`src/rtl/i2cTgtPkg.sv`:
```
package i2cTgtPkg;

  typedef enum logic [2:0] {
    ST_IDLE,
    ST_ADDR,
    ST_PTR,
    ST_WDATA,
    ST_RDATA,
    ST_WAIT
  } tgtState_t;

  typedef struct packed {
    logic clrBits;
    logic loadPtr;
    logic incPtr;
    logic wrEn;
    logic loadTx;
    logic shiftTx;
    logic busy;
  } ctrlStrb_t;

endpackage

```
`src/rtl/i2cTgtDatapath.sv`:
```
module i2cTgtDatapath
  import i2cTgtPkg::*;
#(
  parameter int NUM_REGS      = 16,
  parameter int TIMEOUT_TICKS = 1000,
  localparam int PTR_W        = $clog2(NUM_REGS)
) (
  input  logic             clk,
  input  logic             rstN,
  input  logic             sclIn,
  input  logic             sdaIn,
  input  logic             tick,
  input  ctrlStrb_t        strb,
  input  logic [6:0]       rdLow,
  output logic             sclNow,
  output logic             sclRise,
  output logic             sclFall,
  output logic             startDet,
  output logic             stopDet,
  output logic             timeoutHit,
  output logic [3:0]       bitCnt,
  output logic [7:0]       rxByte,
  output logic             txNext,
  output logic [PTR_W-1:0] ptr
);

  localparam int CNT_W = $clog2(TIMEOUT_TICKS + 1);
  localparam logic [PTR_W-1:0] PTR_MAX = PTR_W'(NUM_REGS - 1);

  logic [1:0]       sclSync, sdaSync;
  logic             sclPrev, sdaPrev, sdaNow;
  logic [6:0]       txShift;
  logic [CNT_W-1:0] toutCnt;

  always_ff @(posedge clk or negedge rstN) begin
    if (!rstN) begin
      sclSync <= 2'b11;
      sdaSync <= 2'b11;
      sclPrev <= 1'b1;
      sdaPrev <= 1'b1;
    end else begin
      sclSync <= {sclSync[0], sclIn};
      sdaSync <= {sdaSync[0], sdaIn};
      sclPrev <= sclSync[1];
      sdaPrev <= sdaSync[1];
    end
  end

  assign sclNow   = sclSync[1];
  assign sdaNow   = sdaSync[1];
  assign sclRise  = sclNow & ~sclPrev;
  assign sclFall  = ~sclNow & sclPrev;
  assign startDet = sclNow & sclPrev & sdaPrev & ~sdaNow;
  assign stopDet  = sclNow & sclPrev & ~sdaPrev & sdaNow;

  always_ff @(posedge clk or negedge rstN) begin
    if (!rstN) begin
      bitCnt <= '0;
      rxByte <= '0;
    end else begin
      if (strb.clrBits)  bitCnt <= '0;
      else if (sclRise)  bitCnt <= bitCnt + 4'd1;
      if (sclRise)       rxByte <= {rxByte[6:0], sdaNow};
    end
  end

  always_ff @(posedge clk or negedge rstN) begin
    if (!rstN)             txShift <= '0;
    else if (strb.loadTx)  txShift <= rdLow;
    else if (strb.shiftTx) txShift <= {txShift[5:0], 1'b0};
  end
  assign txNext = txShift[6];

  always_ff @(posedge clk or negedge rstN) begin
    if (!rstN)             ptr <= '0;
    else if (strb.loadPtr) ptr <= rxByte[PTR_W-1:0];
    else if (strb.incPtr)  ptr <= (ptr == PTR_MAX) ? '0 : ptr + 1'b1;
  end

  always_ff @(posedge clk or negedge rstN) begin
    if (!rstN)          toutCnt <= '0;
    else if (!strb.busy) toutCnt <= '0;
    else if (tick)       toutCnt <= toutCnt + 1'b1;
  end
  assign timeoutHit = strb.busy & tick & (toutCnt == CNT_W'(TIMEOUT_TICKS - 1));

  AST_PTR_WRAP: assert property (@(posedge clk) disable iff (!rstN)
    strb.incPtr && !strb.loadPtr && ptr == PTR_MAX |=> ptr == '0);
  AST_PTR_STEP: assert property (@(posedge clk) disable iff (!rstN)
    strb.incPtr && !strb.loadPtr && ptr != PTR_MAX |=> ptr == $past(ptr) + 1'b1);
  AST_BITCNT_RANGE: assert property (@(posedge clk) disable iff (!rstN)
    bitCnt <= 4'd9);

endmodule

```
`src/rtl/i2cTgtControl.sv`:
```
module i2cTgtControl
  import i2cTgtPkg::*;
#(
  parameter logic [6:0] TGT_ADDR = 7'b1010001
) (
  input  logic      clk,
  input  logic      rstN,
  input  logic      sclNow,
  input  logic      sclFall,
  input  logic      startDet,
  input  logic      stopDet,
  input  logic      timeoutHit,
  input  logic [3:0] bitCnt,
  input  logic [7:0] rxByte,
  input  logic      txNext,
  input  logic      rdMsb,
  output ctrlStrb_t strb,
  output logic      sdaDrive
);

  tgtState_t state, stNext;
  logic      readDir, dirNext, drvNext;
  logic      active;

  assign active = (state == ST_ADDR) || (state == ST_PTR) ||
                  (state == ST_WDATA) || (state == ST_RDATA);

  always_comb begin
    stNext       = state;
    drvNext      = sdaDrive;
    dirNext      = readDir;
    strb         = '0;
    strb.busy    = (state != ST_IDLE);
    strb.clrBits = !active;
    if (timeoutHit || stopDet) begin
      stNext  = ST_IDLE;
      drvNext = 1'b0;
    end else if (startDet) begin
      stNext       = ST_ADDR;
      drvNext      = 1'b0;
      strb.clrBits = 1'b1;
    end else if (sclFall && active) begin
      if (bitCnt == 4'd8) begin
        case (state)
          ST_ADDR: begin
            if (rxByte[7:1] == TGT_ADDR) begin
              drvNext = 1'b1;
              dirNext = rxByte[0];
            end else begin
              stNext  = ST_WAIT;
              drvNext = 1'b0;
            end
          end
          ST_PTR: begin
            strb.loadPtr = 1'b1;
            drvNext      = 1'b1;
          end
          ST_WDATA: begin
            strb.wrEn   = 1'b1;
            strb.incPtr = 1'b1;
            drvNext     = 1'b1;
          end
          default: drvNext = 1'b0;
        endcase
      end else if (bitCnt == 4'd9) begin
        strb.clrBits = 1'b1;
        drvNext      = 1'b0;
        case (state)
          ST_ADDR: begin
            if (readDir) begin
              stNext      = ST_RDATA;
              strb.loadTx = 1'b1;
              strb.incPtr = 1'b1;
              drvNext     = !rdMsb;
            end else begin
              stNext = ST_PTR;
            end
          end
          ST_PTR: stNext = ST_WDATA;
          ST_RDATA: begin
            if (!rxByte[0]) begin
              strb.loadTx = 1'b1;
              strb.incPtr = 1'b1;
              drvNext     = !rdMsb;
            end else begin
              stNext = ST_WAIT;
            end
          end
          default: ;
        endcase
      end else if (state == ST_RDATA && bitCnt != 4'd0) begin
        strb.shiftTx = 1'b1;
        drvNext      = !txNext;
      end
    end
  end

  always_ff @(posedge clk or negedge rstN) begin
    if (!rstN) begin
      state    <= ST_IDLE;
      sdaDrive <= 1'b0;
      readDir  <= 1'b0;
    end else begin
      state    <= stNext;
      sdaDrive <= drvNext;
      readDir  <= dirNext;
    end
  end

  AST_PULL_SCL_LOW: assert property (@(posedge clk) disable iff (!rstN)
    $rose(sdaDrive) |-> !sclNow);
  AST_STOP_IDLE: assert property (@(posedge clk) disable iff (!rstN)
    stopDet |=> state == ST_IDLE && !sdaDrive);
  AST_START_ADDR: assert property (@(posedge clk) disable iff (!rstN)
    startDet && !timeoutHit |=> state == ST_ADDR);
  AST_TIMEOUT_IDLE: assert property (@(posedge clk) disable iff (!rstN)
    timeoutHit |=> state == ST_IDLE && !sdaDrive);
  AST_WAIT_SILENT: assert property (@(posedge clk) disable iff (!rstN)
    state == ST_WAIT |-> !strb.wrEn && !sdaDrive);

endmodule

```
`src/rtl/i2cRegTarget.sv`:
```
module i2cRegTarget
  import i2cTgtPkg::*;
#(
  parameter int         NUM_REGS      = 16,
  parameter int         TIMEOUT_TICKS = 1000,
  parameter logic [6:0] TGT_ADDR      = 7'b1010001,
  localparam int        PTR_W         = $clog2(NUM_REGS)
) (
  input  logic             clk,
  input  logic             rstN,
  input  logic             sclIn,
  input  logic             sdaIn,
  output logic             sdaOe,
  input  logic             timeoutTick,
  output logic [PTR_W-1:0] regAddr,
  output logic [7:0]       regWdata,
  output logic             regWe,
  input  logic [7:0]       regRdata
);

  ctrlStrb_t  strb;
  logic       sclNow, sclRise, sclFall, startDet, stopDet, timeoutHit, txNext;
  logic [3:0] bitCnt;
  logic [7:0] rxByte;

  i2cTgtDatapath #(
    .NUM_REGS(NUM_REGS),
    .TIMEOUT_TICKS(TIMEOUT_TICKS)
  ) u_dp (
    .clk(clk), .rstN(rstN), .sclIn(sclIn), .sdaIn(sdaIn), .tick(timeoutTick),
    .strb(strb), .rdLow(regRdata[6:0]), .sclNow(sclNow), .sclRise(sclRise),
    .sclFall(sclFall), .startDet(startDet), .stopDet(stopDet),
    .timeoutHit(timeoutHit), .bitCnt(bitCnt), .rxByte(rxByte),
    .txNext(txNext), .ptr(regAddr)
  );

  i2cTgtControl #(
    .TGT_ADDR(TGT_ADDR)
  ) u_ctl (
    .clk(clk), .rstN(rstN), .sclNow(sclNow), .sclFall(sclFall),
    .startDet(startDet), .stopDet(stopDet), .timeoutHit(timeoutHit),
    .bitCnt(bitCnt), .rxByte(rxByte), .txNext(txNext), .rdMsb(regRdata[7]),
    .strb(strb), .sdaDrive(sdaOe)
  );

  assign regWdata = rxByte;
  assign regWe    = strb.wrEn;

  AST_WE_SINGLE: assert property (@(posedge clk) disable iff (!rstN)
    regWe |=> !regWe);

endmodule

```
`config.mk`:
```
export PLATFORM = sky130hd
export DESIGN_NAME = i2cRegTarget
export DESIGN_NICKNAME = d
export VERILOG_FILES = /design/src/rtl/i2cTgtPkg.sv /design/src/rtl/i2cTgtDatapath.sv /design/src/rtl/i2cTgtControl.sv /design/src/rtl/i2cRegTarget.sv
export SDC_FILE = /design/constraint.sdc
export NUM_CORES = 1
export LEC_CHECK = 0
export BUFFER_PORTS_ARGS = -buffer_cell sky130_fd_sc_hd__clkbuf_2
export CORE_MARGIN = 2
export CORE_UTILIZATION = 50
export DETAILED_ROUTE_END_ITERATION = 12
export GPL_TIMING_DRIVEN = 0
export PLACE_DENSITY = 0.69
export SETUP_SLACK_MARGIN = 0.5
export SLEW_MARGIN = 25
export SYNTH_ARGS = -nofsm -noshare
export SYNTH_HDL_FRONTEND = slang
export SYNTH_SLANG_ARGS = --single-unit
```
`constraint.sdc`:
```
create_clock -name clk -period 2.1 [get_ports clk]
set_input_delay 0 -clock clk [delete_from_list [all_inputs] [get_ports clk]]
set_output_delay 0 -clock clk [all_outputs]
set_load 0.005 [all_outputs]
```
### Word level (Yosys, flattened, before mapping)

Cells that the tools add are included.

* output and inout port bits: 14
* register bits after elaboration: 44
* word-level logic and storage cells: 113
* input bits: 13

* $add $sub $neg: 3
* multiplexer cells: 48
* reduce and logical (&&, ||, !) cells: 22
* equality and inequality tests: 13
* bitwise gates (word level): 15

Operators with widths (count)
* $mux 3: 9
* $mux 1: 21
* $mux 10: 2
* $mux 4: 5
* $mux 7: 2
* $eq 4x4->1 const B: 3
* $mux 6: 2
* $reduce_and 6->1: 2
* $add 10x1->10 const B: 1
* $eq 10x10->1 const B: 1
* $reduce_bool 5->1: 2
* $and 1x1->1: 9
* $pmux 3 s3: 1
* $add 4x1->4 const B: 2
* $reduce_bool 4->1: 2
* $eq 7x7->1 const B: 1
* $eq 3x2->1 const B: 2
* $not 1->1: 6
* $pmux 1 s2: 3
* $reduce_bool 2->1: 3
* $reduce_bool 3->1: 2
* $mux 5: 1
* $ne 5x3->1 const B: 1
* $logic_or 1x1->1: 4
* other kinds (10): 14

### Longest topological paths before layout

Gate-level depths: netlist (run 1).

* depth in word-level cells: 12
* mapped depth: 7
* mapped depth without buffers: 7

### Cells and area by module

A second synthesis (run 1) with hierarchy kept.

* cell total of the unflattened synthesis: 241
* area, all modules: 2351.0 um2

By module, submodules not included
* i2cTgtDatapath: cells an instance 166, area each 1711.6 um2, seq. area each 983.4 um2, instances 1
* i2cTgtControl: cells an instance 75, area each 639.4 um2, seq. area each 125.1 um2, instances 1

### Least setup slack after synthesis (run 1)

Ideal clock, no wire load.

* path kind: register to register
* start point: register u_dp.sclPrev
* end point: register u_ctl.state[2]
* setup time: 0.120 ns
* data required time: 1.980 ns
* setup slack: 0.198 ns
* stages on the path, launching flop included: 6
* arrival time: 1.781 ns
* clock period less this slack: 1.902 ns
* buffers on the path: 0
* cells stage by stage: dfstp_2 -> nor2b_1 -> and3_1 -> o211ai_1 -> or4_1 -> o211a_1

* cells in the longest elaborated chain, start to end: 6
* elaborated cells on any way between the ends: 17
* classes of those cells: eq/ne: 3; mux: 2; bitwise: 6; reduce/logical: 6

RTL lines
* start: declaration: RTL line i2cTgtDatapath.sv:31 `logic sclPrev, sdaPrev, sdaNow;`
* start signal: assignment: RTL line i2cTgtDatapath.sv:44 `sclPrev <= sclSync[1];`
* $and 1x1->1: RTL line i2cTgtDatapath.sv:53, i2cTgtDatapath.sv:54
* $and 1x1->1 (2 in series): RTL line i2cTgtDatapath.sv:54 `assign stopDet = sclNow & sclPrev & ~sdaPrev & sdaNow;`
* $logic_or 1x1->1: RTL line i2cTgtControl.sv:35 `if (timeoutHit || stopDet) begin`
* $ne 5x3->1 (no source line) (tied with other cells)
* $reduce_and 6->1 (no source line)
* end signal: assignment: RTL line i2cTgtControl.sv:104 `state <= stNext;`
* end: declaration: RTL line i2cTgtControl.sv:21 `tgtState_t state, stNext;`

Several ways; a longest one is shown, not always the timed one.
A chain may end at the register's enable or synchronous reset.

### Worst setup path in the final report (run 1)

* start point: register u_ctl.state[1]
* end point: register u_ctl.state[1]

* cells in the longest elaborated chain, start to end: 7
* elaborated cells on any way between the ends: 25
* classes of those cells: eq/ne: 7; mux: 6; bitwise: 2; reduce/logical: 10

RTL lines
* $eq 3x3->1 (tied with other cells): RTL line i2cTgtControl.sv:26, i2cTgtControl.sv:68
* $pmux 3 s3 / $logic_or 1x1->1 (equally long branches): RTL line i2cTgtControl.sv:68, i2cTgtControl.sv:25
* $mux 3 / $logic_or 1x1->1 (equally long branches): RTL line i2cTgtControl.sv:65, i2cTgtControl.sv:25
* $mux 3 / $logic_or 1x1->1 (equally long branches): RTL line i2cTgtControl.sv:43, i2cTgtControl.sv:26
* $mux 3 / $logic_and 1x1->1 (equally long branches): RTL line i2cTgtControl.sv:42 `end else if (sclFall && active) begin`
* $mux 3 / $reduce_bool 3->1 (equally long branches)
* $mux 3 / $reduce_and 6->1 (equally long branches)

Several ways; a longest one is shown, not always the timed one. The select of a mux whose other input is x is not followed.

==> results of run 1 <==
## critical path, delay by kind of cell (launching register included)
| family | cells | cell delay [ns] |
|---|---|---|
| flip-flops | 1 | 0.41 |
| AO/OA/AOI/OAI | 3 | 0.56 |
| AND/OR/NAND/NOR | 2 | 0.69 |
| buffers and inverters | 1 | 0.15 |
## Yosys cell counts (all sizes together), types with 6 or more instances
| cell | instances | share of area (%) |
|---|---|---|
| and3 | 6 | 1.6 |
| a2bb2oi | 6 | 2.3 |
| nand3 | 7 | 1.5 |
| dfstp | 6 | 6.8 |
| o21ai | 14 | 3.5 |
| nand2 | 33 | 5.3 |
| a21oi | 8 | 1.7 |
| o22ai | 6 | 1.6 |
| dfrtp | 38 | 41 |
| nor2 | 27 | 4.4 |
| inv | 7 | 1.1 |
| xor2 | 9 | 3.4 |
| nand4 | 6 | 1.6 |
## registers in the layout, summed over array words and instances, names as in the netlist
signal,count
u_dp.sclSync,2
u_dp.ptr,4
u_ctl.readDir,1
u_dp.toutCnt,10
u_dp.sdaPrev,1
u_ctl.state,3
u_dp.sclPrev,1
u_dp.bitCnt,4
u_dp.sdaSync,2
u_ctl.sdaDrive,1
u_dp.txShift,7
u_dp.rxByte,8
## final timing paths
path | from | to | depth (start not counted)
setup / recovery | u_ctl.state[1] | u_ctl.state[1] | 6
hold / removal | regRdata[7] | u_ctl.sdaDrive | 4
setup reg to reg | u_ctl.state[1] | u_ctl.state[1] | 6
hold reg to reg | u_dp.sclSync[0] | u_dp.sclSync[1] | 0
max in group asynchronous | rstN | u_dp.ptr[3] | 2
min in group asynchronous | rstN | u_ctl.sdaDrive | 2
## routing by layer
metal | routed length (µm) | vias up | global-route usage (%)
met3 | 152 | 8 | 3.33
met4 | 88 | 0 | 7.97
met5 | 0 | - | 0
li1 | - | 990 | -
met1 | 2660 | 963 | 30.8
met2 | 2570 | 35 | 35.8
## power breakdown
part	switching (µW)	internal [µW]	total (µW)	leakage, µW
Sequential	64.3	902	966	0.000576
Combinational	182	181	363	0.000807
Clock	298	233	530	0.0000412
## cell type report
| cell class | instances | area share [%] |
|---|---|---|
| buffer | 6 | 1.52 |
| clock buffer | 6 | 2.38 |
| clock inverter | 2 | 0.411 |
| inverter | 7 | 0.862 |
| multi-input combinational | 182 | 43.5 |
| sequential | 44 | 36.4 |
| tap | 52 | 2.14 |
| timing repair buffer | 58 | 12.8 |
## timing repair
item,4_1_cts,5_1_grt
endpoints found under the setup margin,32,24
resized for setup,18,19
hold buffers,4,0
pin swaps,20,10
hold endpoints to repair,41,0
setup buffers,21,7
gates cloned,1,0
## per-stage QoR
step,instances,total power [µW]
global placement,316,1220
CTS,350,1820
global route,357,1950
finish,357,1860
detailed placement,316,1230
floorplan,239,1120
## cells by family after synthesis
kind of cell	share of synthesized area [%]
AND/OR/NAND/NOR	25.4
AO/OA/AOI/OAI	15.5
flip-flops	47.7
XOR/XNOR	5.27
buffers and inverters	2.53
adder cells (fa/ha/maj)	2.69
multiplexers	0.914
==> Flow_metrics.wiki, run 1 <==
{| class="wikitable"
! Metric !! Value
|-
| Area used by sequential logic in the layout || 1110 µm²
|-
| Power density of the placed cells || roughly 610 nW/µm²
|-
| Post-detailed-routing wire length || approximately 5.5 mm
|-
| Count of filler cells inserted in the layout || 341
|-
| Leakage power figure || 0.00142 µW
|-
| Highest net fanout along the worst path || 10
|-
| Number of buffers on the longest clock path || 2
|-
| Total negative slack for setup checks || 0 ns
|-
| Signal arrival time at the worst endpoint || around 2.1 ns
|-
| Final antenna diode count || 0
|-
| Clock tree root driver cell || sky130_fd_sc_hd__clkbuf_8
|-
| Endpoints failing setup || 0
|-
| Number of H-tree branching levels || 2
|-
| Synth Register Bits || 44
|-
| Global-route usage over all layers || 22.2%
|-
| Post-synthesis cell area || roughly 2300 µm²
|-
| Most frequent standard cell in the layout excluding fill and tap cells || sky130_fd_sc_hd__dfrtp_1
|-
| Number of remaining DRC errors || 0
|-
| Crit path capture type || flop
|-
| Worst setup timing slack at the placement stage || 0.0698 ns
|-
| Weighted congestion at the end of routability-driven global placement || roughly 0.84
|-
| Clock tree sinks || 44
|-
| Setup repair after global routing missed its margin || true
|-
| Distinct cell type count after synthesis || around 50
|-
| Placed standard-cell area || about 2600 µm²
|-
| Number of warnings printed during yosys synthesis || 0
|-
| Core Util, Final || between 60% and 70%
|-
| Vias in the first global route || 1980
|-
| Post-route clock skew || between 0.006 and 0.007 ns
|-
| Initial antenna violation count || 0
|-
| Portion of the post-synthesis area used by sequential elements || 47.7%
|-
| Area of the multi-input gates || roughly 1300 µm²
|-
| Min setup slack post-route || around 0.21 ns
|-
| Finished Cell Area || between 3000 and 4000 µm²
|-
| Chip Height || 72.2 µm
|-
| Port Buf Inserts || 25
|-
| Fraction of layout instances using a drive strength above 1 || a little over a third
|-
| Worst Path Class, Setup || reg2reg
|-
| Max Cap Viol || 0
|-
| X dimension of the die || 72.2 µm
|-
| Reg clk slew, reported paths || around 0.09 ns
|-
| Fmax || 529 MHz
|-
| Actual slew at the worst max-slew pin || 0.640 ns
|-
| I/O pin total || 27
|-
| Flip-flop cell with the highest count after synthesis || sky130_fd_sc_hd__dfrtp_1
|-
| Result of the run || complete, no violations
|-
| Vias per std cell || roughly 5.6
|-
| Slowest cell on the critical path || sky130_fd_sc_hd__or4_4
|-
| CP Launch Type || flop
|-
| Max transition margin || a little under three fifths
|-
| Chain of cells forming the critical path || buf_6, o21ai_1, and3_4, o211ai_1, or4_4, a21oi_1
|-
| Average cell area after synthesis || approximately 9.7 µm²
|-
| CTS tree || built
|-
| Initial core utilization || between 50% and 60%
|-
| Min Tclk post-route || between 1.5 and 2 ns
|-
| Routed vias || between 1500 and 2000
|-
| Worst voltage drop across the vdd grid || around 0.45 mV
|-
| Die area || approximately 5200 µm²
|-
| Area delta synth->final || 31.0%
|-
| Final antenna-violating net count || 0
|-
| Clock latency on the worst-skew pair || about 0.30 ns
|-
| Final worst-path cycle share || 90.0%
|-
| Number of rows in the core area || 24
|-
| Core outline area || ~4400 µm²
|-
| Most used cells in the layout excluding fill and tap cells || sky130_fd_sc_hd__dfrtp_1 (38), sky130_fd_sc_hd__nand2_1 (31), sky130_fd_sc_hd__buf_4 (26)
|-
| Cts bufs inserted || 5
|-
| Mean routed wirelength per cell || approximately 15 µm
|-
| Proportion of register bits with asynchronous set or reset after synthesis || 100%
|-
| Class of the worst hold path || in2reg
|-
| Starting DRC count in detailed routing || approximately 110
|-
| Sum of overflow across all layers after global routing || 0
|-
| Number of optimization iterations in the first detailed-route pass || 4
|-
| Fin Hold WS || ~0.0066 ns
|-
| Synth Instances || approximately 240
|-
| First-pass GRT wire length || 9.05 mm
|-
| Register-to-register setup slack || ~0.21 ns
|-
| Number of enable-type register cells in the synthesized netlist || 0
|-
| Hold Fails Final Rpt || 0
|-
| Final net count || between 300 and 400
|-
| Number of nets produced by synthesis || 257
|-
| Largest net degree at the start of global routing || 45
|-
| Detailed placement HPWL || approximately 3.2 mm
|-
| Slew Viols, Final || 0
|-
| Required arrival time at the worst endpoint || about 2.3 ns
|-
| Largest stage delay, worst path || roughly 0.46 ns
|}
Power figures use the tool's default switching activity.
==> run 2, diff against run 1 <==
--- a/config.mk
+++ b/config.mk
@@ -11,6 +11,7 @@
 export DETAILED_ROUTE_END_ITERATION = 12
 export GPL_TIMING_DRIVEN = 0
 export PLACE_DENSITY = 0.69
+export REMOVE_ABC_BUFFERS = 1
 export SETUP_SLACK_MARGIN = 0.5
 export SLEW_MARGIN = 25
 export SYNTH_ARGS = -nofsm -noshare
==> Flow_metrics.wiki, run 2 (same netlist as run 1, synthesis figures left out) <==
{| class="wikitable"
! Metric !! Value
|-
| Mean routed wirelength per cell || between 15 and 20 µm
|-
| Fmax || 516 MHz
|-
| Signal arrival time at the worst endpoint || approximately 2.2 ns
|-
| Initial antenna violation count || 0
|-
| Actual slew at the worst max-slew pin || roughly 0.64 ns
|-
| Vias per std cell || 5.69
|-
| Weighted congestion at the end of routability-driven global placement || approximately 0.83
|-
| Power density of the placed cells || between 600 and 700 nW/µm²
|-
| Chain of cells forming the critical path || or3_4, and4b_4, nor3_4, a21boi_4, a2bb2oi_2
|-
| Highest net fanout along the worst path || 7
|-
| Endpoints failing setup || 0
|-
| Fraction of layout instances using a drive strength above 1 || about two fifths
|-
| Class of the worst hold path || in2reg
|-
| Worst Path Class, Setup || reg2reg
|-
| Finished Cell Area || 3170 µm²
|-
| Register with the highest flop count || u_dp.toutCnt
|-
| Reg-to-Reg End || u_dp.txShift[6]
|-
| Number of rows in the core area || 24
|-
| Final worst-path cycle share || between 90% and 100%
|-
| Max Cap Viol || 0
|-
| Placed standard-cell area || 2490 µm²
|-
| Initial core utilization || a little over half
|-
| First-pass GRT wire length || ~8.6 mm
|-
| Number of non-filler instances in the completed layout || between 300 and 400
|-
| Placed instance count || approximately 310
|-
| Total negative slack for setup checks || 0 ns
|-
| Vias in the first global route || 1895
|-
| Clock tree root driver cell || sky130_fd_sc_hd__clkbuf_8
|-
| Hold Fails Final Rpt || 0
|-
| Worst Hold Endpoint || u_dp.txShift[1]
|-
| Flip-flop count of the largest register, all copies and words added || 10
|-
| I/O pin total || 27
|-
| Port Buf Inserts || 26
|-
| Final antenna-violating net count || 0
|-
| R2r worst-path depth || 5
|-
| Required arrival time at the worst endpoint || 2.34 ns
|-
| Largest net degree at the start of global routing || between 40 and 50
|-
| Core outline area || 4410 µm²
|-
| Routed vias || 2036
|-
| Max transition margin || a little under three fifths
|-
| Min Tclk post-route || roughly 1.9 ns
|-
| Number of optimization iterations in the first detailed-route pass || 4
|-
| Cts bufs inserted || 5
|-
| Post-detailed-routing wire length || 5.92 mm
|-
| Global-route usage over all layers || around 22%
|-
| Slew Viols, Final || 0
|-
| Fin Hold WS || ~0.031 ns
|-
| Cell class contributing the biggest share of worst-path delay || simple AND/OR/NAND/NOR gates
|-
| Total buffers and inverters traversed by the critical path || 0
|-
| Number of H-tree branching levels || 2
|-
| Reg clk slew, reported paths || 0.09 ns
|-
| Register-to-register setup slack || about 0.16 ns
|-
| Area used by sequential logic in the layout || 1110 µm²
|-
| Pwr Total || approximately 2000 µW
|-
| Detailed placement HPWL || around 3.3 mm
|-
| Post-route clock skew || around 0.014 ns
|-
| Setup repair after global routing missed its margin || true
|-
| Die area || 5210 µm²
|-
| Chip Height || a little over 70 µm
|-
| Largest stage delay, worst path || 0.47 ns
|-
| Regs by FF count || u_dp.toutCnt (10), u_dp.rxByte (8), u_dp.txShift (7)
|-
| Critical register-to-register path startpoint || u_ctl.state[1]
|-
| Area delta synth->final || 36.5%
|-
| Number of buffers on the longest clock path || 2
|-
| Area of the multi-input gates || between 1000 and 1500 µm²
|-
| Clock latency on the worst-skew pair || around 0.3 ns
|-
| Worst voltage drop across the vdd grid || about 0.42 mV
|-
| Worst Hold Depth || 3
|-
| Slowest cell on the critical path || sky130_fd_sc_hd__dfrtp_2
|-
| CP Launch Type || flop
|-
| Sum of overflow across all layers after global routing || 0
|-
| Most used cells in the layout excluding fill and tap cells || sky130_fd_sc_hd__dfrtp_1 (35), sky130_fd_sc_hd__nand2_1 (31), sky130_fd_sc_hd__buf_4 (29)
|-
| Starting DRC count in detailed routing || 168
|-
| Crit path capture type || flop
|-
| Beginning of the worst hold path || regRdata[1]
|-
| Count of filler cells inserted in the layout || between 300 and 400
|-
| Number of remaining DRC errors || 0
|-
| Final antenna diode count || 0
|-
| CTS tree || built
|-
| Final net count || roughly 320
|-
| Clock tree sinks || 44
|-
| Leakage power figure || 0.00147 µW
|-
| X dimension of the die || 72.2 µm
|-
| Most frequent standard cell in the layout excluding fill and tap cells || sky130_fd_sc_hd__dfrtp_1
|-
| Result of the run || complete, no violations
|}
-- run 2: cell count changes in the layout (fill, tap and decap cells not counted), moves of 3 or more --
cell / delta
sky130_fd_sc_hd__a2bb2oi_1: -5
sky130_fd_sc_hd__a2bb2oi_2: +5
sky130_fd_sc_hd__buf_4: +3
sky130_fd_sc_hd__dfrtp_1: -3
sky130_fd_sc_hd__dfrtp_2: +3
-- run 2: timing repair --
action,CTS,global route
cloned,0,0
endpoints found under the hold margin,41,0
gates resized for setup,32,27
setup buffers,22,13
pin swaps,17,16
setup endpoints to repair,33,21
hold buffers,4,0
-- run 2: layer usage --
layer | vias to the layer above | track usage [%] | share of wire [%]
met2 | 54 | 36.0 | 51
met1 | 974 | 26.9 | 42
li1 | 992 | - | -
met5 | - | 0 | 0
met3 | 16 | 5.00 | 4.6
met4 | 0 | 9.22 | 2.8
-- run 2: how the worst max path moves through the flow --
| stage | startpoint | to | slack [ns] | depth (start not counted) |
|---|---|---|---|---|
| 4_1_cts | u_ctl.state[1] | u_dp.txShift[5] | 0.25 | 5 |
| 3_5_place_dp | u_dp.sclPrev | u_ctl.state[2] | -0.02 | 5 |
| 3_3_place_gp | u_dp.sclPrev | u_ctl.state[2] | -0.03 | 5 |
| 6_report | u_ctl.state[1] | u_dp.txShift[6] | 0.16 | 5 |
| 2_1_floorplan | u_dp.sclPrev | u_ctl.state[2] | 0.20 | 5 |
| 5_1_grt | u_ctl.state[1] | u_dp.txShift[6] | 0.10 | 5 |
-- run 2: area by class of cell --
cell class | count | share of cell area (%)
clock buffer | 7 | 3.04
clock inverter | 1 | 0.946
inverter | 7 | 0.828
multi-input combinational | 182 | 43.3
sequential | 44 | 35.0
tap | 52 | 2.05
timing repair buffer | 65 | 14.8
-- run 2: power by group --
part | internal, µW | total (µW) | switching [µW]
clock | 420 | 706 | 286
sequential | 903 | 963 | 60.3
combinational | 167 | 345 | 178
total | 1490 | 2010 | 524
-- run 2: through the flow --
| stage | utilization (%) | worst slack (ns) |
|---|---|---|
| final | 71.9 | 0.164 |
| after global routing | 71.9 | 0.100 |
| after CTS | 66.6 | 0.250 |
| after detailed placement | 56.4 | -0.0204 |
| after global placement | 56.4 | -0.0268 |
| after floorplan | - | 0.198 |
-- run 2: worst min-delay path, delay by kind of cell --
family | cells | cell delay (ns)
buffers and inverters | 1 | 0.08
AO/OA/AOI/OAI | 2 | 0.22
